--- config.mk ---
export PLATFORM = sky130hd
export DESIGN_NAME = line_fill_engine
export DESIGN_NICKNAME = d
export VERILOG_FILES = /design/src/rtl/line_fill_engine.sv
export SDC_FILE = /design/constraint.sdc
export NUM_CORES = 1
export LEC_CHECK = 0
export CAP_MARGIN = 30
export CORE_ASPECT_RATIO = 0.5
export CORE_MARGIN = 2
export CORE_UTILIZATION = 30
export CTS_BUF_LIST = sky130_fd_sc_hd__clkbuf_8
export DETAILED_ROUTE_END_ITERATION = 10
export DONT_BUFFER_PORTS = 1
export GPL_ROUTABILITY_DRIVEN = 0
export PLACE_DENSITY_LB_ADDON = 0.3
export SLEW_MARGIN = 10
export SYNTH_ARGS = -nofsm -noshare
export SYNTH_HDL_FRONTEND = slang
export SYNTH_SLANG_ARGS = --single-unit
--- constraint.sdc ---
create_clock -name clk -period 1.6 [get_ports clk]
set_input_delay 0.16 -clock clk [delete_from_list [all_inputs] [get_ports clk]]
set_output_delay 0.16 -clock clk [all_outputs]
set_load 0.02 [all_outputs]
--- src/rtl/line_fill_engine.sv ---
module line_fill_engine #(
  parameter int AW = 32,
  parameter int DW = 32,
  parameter bit FAST_SETUP = 1'b0
) (
  input  logic          clk,
  input  logic          rst_n,
  input  logic          fast_mode,
  input  logic          req_valid,
  input  logic [AW-1:0] req_addr,
  input  logic          req_line,
  output logic          req_ready,
  output logic          done,
  output logic          error,
  output logic          wb_cyc_o,
  output logic          wb_stb_o,
  output logic [AW-1:0] wb_adr_o,
  input  logic          wb_ack_i,
  input  logic          wb_err_i,
  input  logic [DW-1:0] wb_dat_i,
  output logic          buf_we,
  output logic [1:0]    buf_idx,
  output logic [DW-1:0] buf_data
);
  typedef enum logic [1:0] {S_IDLE, S_GAP, S_STB, S_COOL} st_t;

  st_t           st;
  logic [AW-5:0] base;
  logic [1:0]    idx;
  logic [1:0]    cnt;
  logic          is_line;
  logic          is_fast;

  assign req_ready = (st == S_IDLE);
  assign wb_cyc_o  = (st == S_GAP) || (st == S_STB);
  assign wb_stb_o  = (st == S_STB);
  assign wb_adr_o  = {base, idx, 2'b00};
  assign buf_we    = wb_stb_o && wb_ack_i && !wb_err_i;
  assign buf_idx   = idx;
  assign buf_data  = wb_dat_i;

  always_ff @(posedge clk or negedge rst_n) begin
    if (!rst_n) begin
      st      <= S_IDLE;
      base    <= '0;
      idx     <= '0;
      cnt     <= '0;
      is_line <= 1'b0;
      is_fast <= 1'b0;
      done    <= 1'b0;
      error   <= 1'b0;
    end else begin
      done  <= 1'b0;
      error <= 1'b0;
      case (st)
        S_IDLE: if (req_valid) begin
          base    <= req_addr[AW-1:4];
          idx     <= req_addr[3:2];
          cnt     <= '0;
          is_line <= req_line;
          is_fast <= fast_mode;
          st      <= (!fast_mode || (req_line && FAST_SETUP)) ? S_GAP : S_STB;
        end
        S_GAP: st <= S_STB;
        S_STB: begin
          if (wb_err_i) begin
            error <= 1'b1;
            st    <= S_COOL;
          end else if (wb_ack_i) begin
            idx <= idx + 2'd1;
            cnt <= cnt + 2'd1;
            if (!is_line) begin
              done <= 1'b1;
              st   <= S_COOL;
            end else if (cnt == 2'd3) begin
              done <= 1'b1;
              st   <= S_IDLE;
            end else begin
              st <= is_fast ? S_STB : S_GAP;
            end
          end
        end
        default: st <= S_IDLE;
      endcase
    end
  end

  p_stb_in_cyc_r9: assert property (@(posedge clk) disable iff (!rst_n)
    wb_stb_o |-> wb_cyc_o);
  p_adr_hold_r9: assert property (@(posedge clk) disable iff (!rst_n)
    (wb_stb_o && !wb_ack_i && !wb_err_i) |=> (wb_stb_o && $stable(wb_adr_o)));
  p_done_alone_r8: assert property (@(posedge clk) disable iff (!rst_n)
    done |-> (!error && !wb_cyc_o));
  p_done_pulse_r8: assert property (@(posedge clk) disable iff (!rst_n)
    done |=> !done);
  p_err_abort_r6: assert property (@(posedge clk) disable iff (!rst_n)
    (wb_stb_o && wb_err_i) |=> (error && !wb_cyc_o && !done));
  p_ready_idle_r7: assert property (@(posedge clk) disable iff (!rst_n)
    req_ready |-> !wb_cyc_o);
endmodule

==> summary.md, run 1 <==
| Metric | Value |
|---|---|
| Outcome | complete, no violations |
| M3 GR Usage | 4.23% |
| Crit start category | flip-flop |
| Number of routed nets with antenna violations | 0 |
| Post-synth EDFFs | 0 |
| Seq cells post-synth | 38 |
| Vias in the first global route | 1152 |
| Initial Utilization | 31.5% |
| Final core occ | between 30% and 40% |
| Ys Warns | 0 |
| Post-synthesis async set-or-reset flop share | 100% |
| Final wirelength | approximately 3700 µm |
| Final Cycle Share | between 90 and 100% |
| First-pass detailed-route iteration total | 2 |
| Worst skew pair latency | approximately 290 ps |
| Mapped Avg Cell Area | approximately 12 µm² |
| Inst Count DP | about 210 |
| Setup ws final | about 75 ps |
| Die X-Extent | approximately 120 µm |
| Mapped Area | between 1500 and 2000 µm² |
| Area growth syn-to-layout | 15.0% |
| Min Clock Period, post-route | roughly 1500 ps |
| Met2 usage in global routing | roughly 17% |
| Post-detail-place hpwl | 2570 µm |
| Pre-CTS setup slack | approximately 54 ps |
| Worst EP arrival | approximately 1700 ps |
| Worst path bufs/invs | 2 |
| DR DRC count | 0 |
| Max Cap Viol | 0 |
| Layout net count | around 240 |
| Max incr delay on CP | around 450 ps |
| Top_reg_cell synth | dfrtp_1 |
| TritonCTS clock tree | done |
| CP Capture Type | flip-flop |
| Grt ovf | 0 |
| Area of the core | ~6000 µm² |
| Most Crowded Layer GR | met2 |
| Diode count | 0 |
| Root Driver | clkbuf_8 |
| First-pass GRT wire length | 5370 µm |
| Vias | approximately 1100 |
| VDD IR max | 0.479 mV |
| Netlist cell types | 30 |
| Final Non-Filler Cells | roughly 250 |
| Clock buffer count from CTS | 5 |
| Routed via count divided by cell count | 4.48 |
| Initial DRC count | 31 |
| Delay-heaviest family, CP | flip-flops |
| Crit. Startpoint | st[1] |
| Clk buf depth | 2 |
| Max Slew Vio Count | 0 |
| # rows | 20 |
| Register area share after synthesis | between 40% and 50% |
| Met1 Use GR | 9.47% |
| WS Path Type | reg -> reg |
| Worst-path clk slew | 80 ps |
| Clk sink count | 38 |
| Final setup vio count | 0 |
| CP required | roughly 1800 ps |
| Critical path's slowest cell | dfrtp_2 |
| Power Dens Cells | between 2000 and 2500 nW/µm² |
| DR WL/cell | between 15 and 20 µm |
| Post-Synthesis Cells | about 160 |
| RR Startpoint | st[1] |
| Largest net degree at the start of global routing | 39 |
| Initial antenna violation count | 0 |
| Setup TNS | 0 ps |
| Final Skew | 4.82 ps |
| Die area | a little over 7000 µm² |
| # H-tree levels | 2 |
| Critical Path, Cell by Cell | inv_1 > ha_2 > nand2_2 > buf_6 > mux2_1 |
| Worst Hold Class | in -> reg |
| Hold Vio Cnt, Final | 0 |
| Input/output buffers | 0 |
| Leakage Power | between 0.9 and 1 nW |
| Ports | ~140 |
| Layout cells sized above 1 | 35.4% |
| Gr usage total | about a tenth |
| Die Y | between 60 and 70 µm |
| Min-delay src | req_addr[7] |
| Max FO, Critical Path | 13 |
| Total power | approximately 4.6 mW |
| Fmax | roughly 0.66 GHz |
## layout make-up
type                            instances  area (µm²)
Fill cell                             595        3920
Sequential cell                        38         952
Timing Repair Buffer                   34         347
Clock inverter                          3        45.0
Inverter                                8        31.3
Tap cell                               88         110
Multi-Input combinational cell         73         679
Clock buffer                            5        68.8
## report_power, final
| group | internal (mW) | leakage [nW] | switching, mW | total [mW] |
|---|---|---|---|---|
| logic | 0.824 | 0.463 | 0.712 | 1.54 |
| clock network | 0.464 | 0.0504 | 0.352 | 0.816 |
| registers | 1.43 | 0.452 | 0.807 | 2.24 |
| total | 2.72 | 0.965 | 1.87 | 4.59 |
## registers in the layout (all words and copies together), names as in the netlist
name and count:
base 28, st 2, done 1, is_line 1, error 1, is_fast 1, buf_idx 2, cnt 2
## per-layer routing
metal | part of all wire (%) | wire length [µm]
met5 | 0 | 0
met2 | 52 | 1930
met1 | 37 | 1370
met3 | 6.7 | 251
met4 | 5.0 | 186
## final timing paths
path | end | slack, ps | cells after the start
worst max register to register | base[11] | 80 | 5
max in group asynchronous | st[1] | 1100 | 2
worst max-delay path | base[11] | 80 | 5
worst min-delay path | base[3] | 20 | 1
min in group asynchronous | st[0] | 310 | 2
worst min register to register | done | 490 | 1
## logic make-up after synthesis
| family | Yosys count | share of synthesized area [%] |
|---|---|---|
| multiplexers | 30 | 17.4 |
| other | 1 | 0.193 |
| adder cells (fa/ha/maj) | 5 | 3.22 |
| AND/OR/NAND/NOR | 16 | 4.58 |
| buffers and inverters | 48 | 17.5 |
| XOR/XNOR | 1 | 0.451 |
| flip-flops | 38 | 49.0 |
| AO/OA/AOI/OAI | 19 | 7.73 |
## per-stage QoR
stage	hold WS, ps	instance area, µm²
after floorplan	-136	1950
after CTS	1.13	2030
after global placement	-135	1820
after global routing	1.06	2230
final	20.6	2230
after detailed placement	-135	1820
## what timing repair did
action	in CTS	in global routing
buffers inserted	1	0
setup endpoints to repair	1	14
resized for setup	2	3
hold endpoints to repair	43	19
hold buffers	7	19
## cell usage in the layout (no fill, tap or decap), types with 3 or more instances in the layout
cell and n:
o21ai_0 7, mux2_2 28, dlygate4sd3_1 25, nand2b_1 3
inv_1 5, clkbuf_8 5, nand2_1 4, buf_4 6
dfrtp_1 37, nor2_1 3, a21oi_1 3, ha_1 3
## cell usage after synthesis (all sizes together), types with 2 or more instances
| cell type | instances | area share (%) |
|---|---|---|
| a21oi | 3 | 0.77 |
| a22o | 2 | 0.90 |
| buf | 40 | 16 |
| dfrtp | 38 | 49 |
| ha | 5 | 3.2 |
| inv | 7 | 1.4 |
| mux2 | 30 | 17 |
| nand2 | 5 | 1.1 |
| nand2b | 3 | 0.97 |
| nor2 | 3 | 0.58 |
| o21ai | 7 | 1.8 |
| o22ai | 2 | 0.97 |
No activity file was read; power rests on OpenSTA's default activity.
==> run 2: changes to the inputs <==
--- a/config.mk
+++ b/config.mk
@@ -13,7 +13,7 @@
 export DETAILED_ROUTE_END_ITERATION = 10
 export DONT_BUFFER_PORTS = 1
 export GPL_ROUTABILITY_DRIVEN = 0
-export PLACE_DENSITY_LB_ADDON = 0.3
+export PLACE_DENSITY = 0.42
 export SLEW_MARGIN = 10
 export SYNTH_ARGS = -nofsm -noshare
 export SYNTH_HDL_FRONTEND = slang
==> run 2 against run 1 <==
Critical path depth unchanged. Power up 3.3%. Register-to-register slack better by 20 ps. Routed wire length down 1.1%. Largest cell class unchanged. Largest power group unchanged.
==> summary.md, run 2 (synthesis results as in run 1) <==
| Metric | Value |
|---|---|
| Outcome | complete, no violations |
| Grt ovf | 0 (unchanged) |
| Diode count | 0 (unchanged) |
| DR WL/cell | 15.0 µm (-0.27%) |
| Initial antenna violation count | 0 (unchanged) |
| Max Slew Vio Count | 0 (unchanged) |
| Clk buf depth | 2 (unchanged) |
| Die Y | 60.9 µm (unchanged) |
| Delay-heaviest family, CP | flip-flops |
| VDD IR max | 0.500 mV (+4.3%) |
| Initial Utilization | 31.5% (unchanged) |
| Input/output buffers | 0 (unchanged) |
| First-pass GRT wire length | 5350 µm (-0.26%) |
| Max incr delay on CP | 420 ps (-30 ps) |
| Number of routed nets with antenna violations | 0 (unchanged) |
| Vias | 1116 (+0.090%) |
| Root Driver | clkbuf_8 |
| Clk sink count | 38 (unchanged) |
| Min Clock Period, post-route | 1500 ps (-23.6 ps) |
| First-pass detailed-route iteration total | 4 (+2) |
| FILL cells | 616 (+3.5%) |
| Layout cells sized above 1 | 35.8% (+0.45 points) |
| Worst hold slack | 18.5 ps (-2.07 ps) |
| Max FO, Critical Path | 6 (-7) |
| Die X-Extent | 118 µm (unchanged) |
| Pre-CTS setup slack | 71.7 ps (+17.9 ps) |
| Total power | 4.74 mW (+3.3%) |
| Worst skew pair latency | 290 ps (about the same) |
| RSZ-0062 raised after global routing | no |
| Post-detail-place hpwl | 2630 µm (+2.4%) |
| Final wirelength | 3700 µm (-1.1%) |
| Leading cell type in the layout, fill and taps excluded | dfrtp_1 |
| Layout net count | 234 (-0.85%) |
| WS Path Type | reg -> out |
| Area of the core | 6160 µm² (unchanged) |
| Critical Path, Cell by Cell | inv_2 > ha_4 > nand3b_4 > inv_4 > buf_4 |
| Setup TNS | 0 ps (unchanged) |
| # H-tree levels | 2 (unchanged) |
| Area growth syn-to-layout | 15.5% |
| CP required | 1440 ps (-330 ps) |
| Met1 wire length | 1350 µm (-1.4%) |
| Setup ws final | 98.7 ps (+23.6 ps) |
| Largest Register | base |
| Initial DRC count | 32 (+3.2%) |
| TritonCTS clock tree | done |
| Most frequent cells in the layout | 37 x dfrtp_1, 28 x mux2_2, 23 x dlygate4sd3_1 |
| Leakage Power | 0.978 nW (+1.3%) |
| Power Dens Cells | 2110 nW/µm² (+2.8%) |
| WL met2 | 1770 µm (-8.4%) |
| Ports | 143 (unchanged) |
| Worst path bufs/invs | 3 (+1) |
| Vias in the first global route | 1036 (-10%) |
| Worst EP arrival | 1340 ps (-360 ps) |
| Gr usage total | 10.1% (+0.059 points) |
| Final setup vio count | 0 (unchanged) |
| Max reg flops | 28 (unchanged) |
| Routed via count divided by cell count | 4.52 (+0.90%) |
| Crit start category | flip-flop |
| DR WL met3 | 414 µm (+65%) |
| Die area | 7170 µm² (unchanged) |
| Final Skew | 7.69 ps (+2.87 ps) |
| # rows | 20 (unchanged) |
| Critical path's slowest cell | dfrtp_1 |
| Hold Vio Cnt, Final | 0 (unchanged) |
| DR DRC count | 0 (unchanged) |
| Final Cycle Share | 93.8% (-1.5 points) |
| Worst-path clk slew | 70 ps (about the same) |
| Largest net degree at the start of global routing | 39 (unchanged) |
| Clock buffer count from CTS | 5 (unchanged) |
| Fmax | 0.666 GHz (+1.6%) |
| Worst Hold Class | in -> reg |
| Setup Buffers After CTS | 0 (-1) |
| CP Capture Type | output port |
| Max Cap Viol | 0 (unchanged) |
| DR top layer | met4 |
-- run 2: cell count changes in the layout (fill, tap and decap cells not counted), sizes merged --
cell / before / now
clkbuf: 5 / 6
clkinv: 1 / 0
dlygate4sd3: 25 / 23
clkinvlp: 2 / 0
inv: 7 / 8
bufinv: 1 / 2
-- run 2: area by class of cell --
cell class                 count  area [µm²]  area share, %
tap                           88         110           4.91
sequential                    38         952           42.4
clock inverter                 2        60.1           2.68
timing repair buffer          32         327           14.6
clock buffer                   6        82.6           3.68
inverter                       8        32.5           1.45
multi-input combinational     73         679           30.3
-- run 2: worst paths after layout --
check / cells past startpoint / slack, ps / to / startpoint
worst max-delay path: 5 / 100 / buf_we / st[0]
worst min register to register: 1 / 490 / done / is_line
worst min-delay path: 1 / 20 / base[21] / req_addr[25]
worst max register to register: 5 / 100 / base[12] / st[1]
max in group asynchronous: 2 / 1080 / base[26] / rst_n
min in group asynchronous: 2 / 310 / st[1] / rst_n
-- run 2: repair_timing --
item                                    CTS  global route
endpoints found under the hold margin    48            12
resized for setup                         2             4
hold buffers                             12            12
endpoints found under the setup margin    1            14
-- run 2: layer usage --
metal / vias up / track usage (%)
li1: 492 / -
met1: 541 / 9.98
met5: - / 0
met3: 25 / 5.92
met4: 0 / 8.43
met2: 58 / 16.3
-- run 2: report_power, final --
part           total, mW  switching [mW]  internal, mW  leakage (nW)
Clock              0.995           0.330         0.665        0.0714
Combinational       1.50           0.682         0.821         0.454
Sequential          2.24           0.811          1.43         0.452
Total               4.74            1.82          2.92         0.978
-- run 2: through the flow --
stage	instance area (µm²)	utilization (%)	instances
2_1_floorplan	1950	-	159
3_3_place_gp	1830	29.7	215
3_5_place_dp	1830	29.7	215
4_1_cts	2110	34.2	235
5_1_grt	2240	36.4	247
6_report	2240	36.4	247
==> run 3: changes to the inputs <==
==> constraint.sdc (replaced) <==
create_clock -name clk -period 1.35 [get_ports clk]
set_input_delay 0.135 -clock clk [delete_from_list [all_inputs] [get_ports clk]]
set_output_delay 0.135 -clock clk [all_outputs]
set_load 0.02 [all_outputs]
==> run 3 against run 2 <==
Die area unchanged. Critical endpoint is now buf_idx[1]. Via count rose by 7.7%. Clock skew increased by 2.2 ps. Largest cell class unchanged. Hold slack better by 31 ps. Utilization increased by 4.7 points. The flow now finishes with violations (setup timing). Clock power is 21% lower. Flip-flop and latch count did not move. Combinational power rose by 65%. Final cell count increased by 11%. Sequential power grew 18%.
==> summary.md, run 3 (synthesis results as in run 1) <==
| Metric | Value |
|---|---|
| Outcome | finished, violations left |
| Failing checks | setup timing |
| Root Driver | clkbuf_8 |
| Ports | 143 (unchanged) |
| CP Capture Type | flip-flop |
| Die area | 7170 µm² (unchanged) |
| Final Skew | 9.90 ps (+2.21 ps) |
| WS Path Type | reg -> reg |
| Vias | 1202 (+7.7%) |
| CP required | 1550 ps (+110 ps) |
| Final wirelength | 4190 µm (+13%) |
| Post-placement cell area | 1920 µm² (+5.2%) |
| Max Slew Vio Count | 0 (unchanged) |
| Max FO, Critical Path | 5 (-1) |
| Die Y | 60.9 µm (unchanged) |
| Worst Hold Class | in -> reg |
| Vias in the first global route | 1224 (+18%) |
| Worst hold slack | 49.7 ps (+31.2 ps) |
| Initial Utilization | 31.5% (unchanged) |
| Worst EP arrival | 1630 ps (+290 ps) |
| Worst-path clk slew | 80 ps (about the same) |
| Power Dens Cells | 2340 nW/µm² (+11%) |
| Inst Count DP | 221 (+2.8%) |
| Gr usage total | 11.2% (+1.1 points) |
| Initial DRC count | 42 (+31%) |
| Multi-input gate area | 749 µm² (+10%) |
| TritonCTS clock tree | done |
| Layout cells sized above 1 | 45.2% (+9.3 points) |
| Number of routed nets with antenna violations | 0 (unchanged) |
| VDD IR max | 1.34 mV (+170%) |
| Grt ovf | 0 (unchanged) |
| DR DRC count | 0 (unchanged) |
| Register Area | 951 µm² (-0.13%) |
| Final Cycle Share | 105% |
| Input/output buffers | 0 (unchanged) |
| Clk sink count | 38 (unchanged) |
| Reg power frac | 44.7% (-2.6 points) |
| Die X-Extent | 118 µm (unchanged) |
| First-pass detailed-route iteration total | 4 (unchanged) |
| Setup ws final | -73.3 ps (-172 ps) |
| Post-detail-place hpwl | 2760 µm (+4.8%) |
| Area of the core | 6160 µm² (unchanged) |
| Routed via count divided by cell count | 4.39 (-2.9%) |
| Final Non-Filler Cells | 274 (+11%) |
| Net Sw Frac | 40.1% (+1.6 points) |
| Largest Register | base |
| Max reg flops | 28 (unchanged) |
| Cell internal pwr | 3.54 mW (+22%) |
| Area growth syn-to-layout | 30.3% |
| First-pass GRT wire length | 6130 µm (+14%) |
| FILL cells | 602 (-2.3%) |
| Clk buf depth | 2 (unchanged) |
| Post-route cell area | 2530 µm² (+13%) |
| Leakage Power | 1.13 nW (+15%) |
| Crit start category | flip-flop |
| Initial antenna violation count | 0 (unchanged) |
| Psw | 2.37 mW (+30%) |
| Min Clock Period, post-route | roughly 1400 ps |
| Diode count | 0 (unchanged) |
| Clock buffer count from CTS | 5 (unchanged) |
| Fmax | 0.703 GHz |
| Hold Vio Cnt, Final | 0 (unchanged) |
| Max Cap Viol | 0 (unchanged) |
| # H-tree levels | 2 (unchanged) |
| DR WL/cell | 15.3 µm (+2.0%) |
| Worst skew pair latency | 290 ps (about the same) |
| RSZ-0062 raised after global routing | yes |
| # rows | 20 (unchanged) |
| Clk pwr share | 13.4% (-7.6 points) |
| Largest net degree at the start of global routing | 39 (unchanged) |
| Most frequent cells in the layout | 38 x dfrtp_1, 32 x dlygate4sd3_1, 26 x mux2_2 |
| Final setup vio count | 33 (+33) |
| Leading cell type in the layout, fill and taps excluded | dfrtp_1 |
| Gate power share | 41.9% (+10 points) |
| Layout net count | 261 (+12%) |
==> run 3: cell count changes in the layout (fill, tap and decap cells not counted), sizes merged <==
cell and change:
bufinv -2, dlygate4sd3 +9, clkinv +2, clkbuf +1
buf +17
==> run 3: critical path, stage by stage (launching register included) <==
cell	delay, ps
dfrtp_1	430
ha_4	210
buf_4	130
and2b_2	250
o22ai_2	80
a221oi_2	230
==> run 3: power groups by stage <==
stage,registers (mW),clock network [mW],logic [mW]
after global placement,2.66,0,1.91
after detailed placement,2.66,0,1.95
after global routing,2.71,0.900,2.67
after CTS,2.64,0.843,2.30
after floorplan,2.60,0,1.67
final,2.64,0.791,2.48
==> run 3: final timing paths <==
kind,startpoint,end,slack [ps],cells past startpoint
max,st[1],buf_idx[1],-70,5
min,req_valid,buf_idx[0],50,2
max reg2reg,st[1],buf_idx[1],-70,5
min reg2reg,is_line,done,480,1
max in group asynchronous,rst_n,base[23],850,2
min in group asynchronous,rst_n,st[1],300,2
==> run 3: stage by stage <==
stage | worst slack [ps] | utilization, % | setup TNS, ps | power [mW]
floorplan | -90.1 | - | -2750 | 4.27
CTS | -85.1 | 39.7 | -1630 | 5.78
global placement | -42.6 | 31.2 | -1060 | 4.57
detailed placement | -59.8 | 31.2 | -1370 | 4.61
finish | -73.3 | 41.1 | -1710 | 5.92
global route | -119 | 41.1 | -3270 | 6.28
==> run 3: layout make-up <==
type	instances	share of cell area (%)
multi-input cells	73	29.6
inverters	8	1.38
flip-flops and latches	38	37.6
well taps	88	4.35
clock inverters	2	0.346
clock buffers	6	3.26
repair buffers	59	23.4
==> run 3: timing repair <==
item	4_1_cts	5_1_grt
endpoints found under the hold margin	69	0
gates resized for setup	12	10
gates cloned	0	1
pin swaps	2	5
setup buffers	8	3
hold buffers	33	0
endpoints found under the setup margin	34	37
==> run 3: layer usage <==
layer  vias up  share of wire, %  global-route usage, %
met5         -                 0                      0
li1        544                 -                      -
met2        59                49                   17.9
met1       583                41                   12.4
met3        16               8.4                   5.64
met4         0               2.2                   6.88
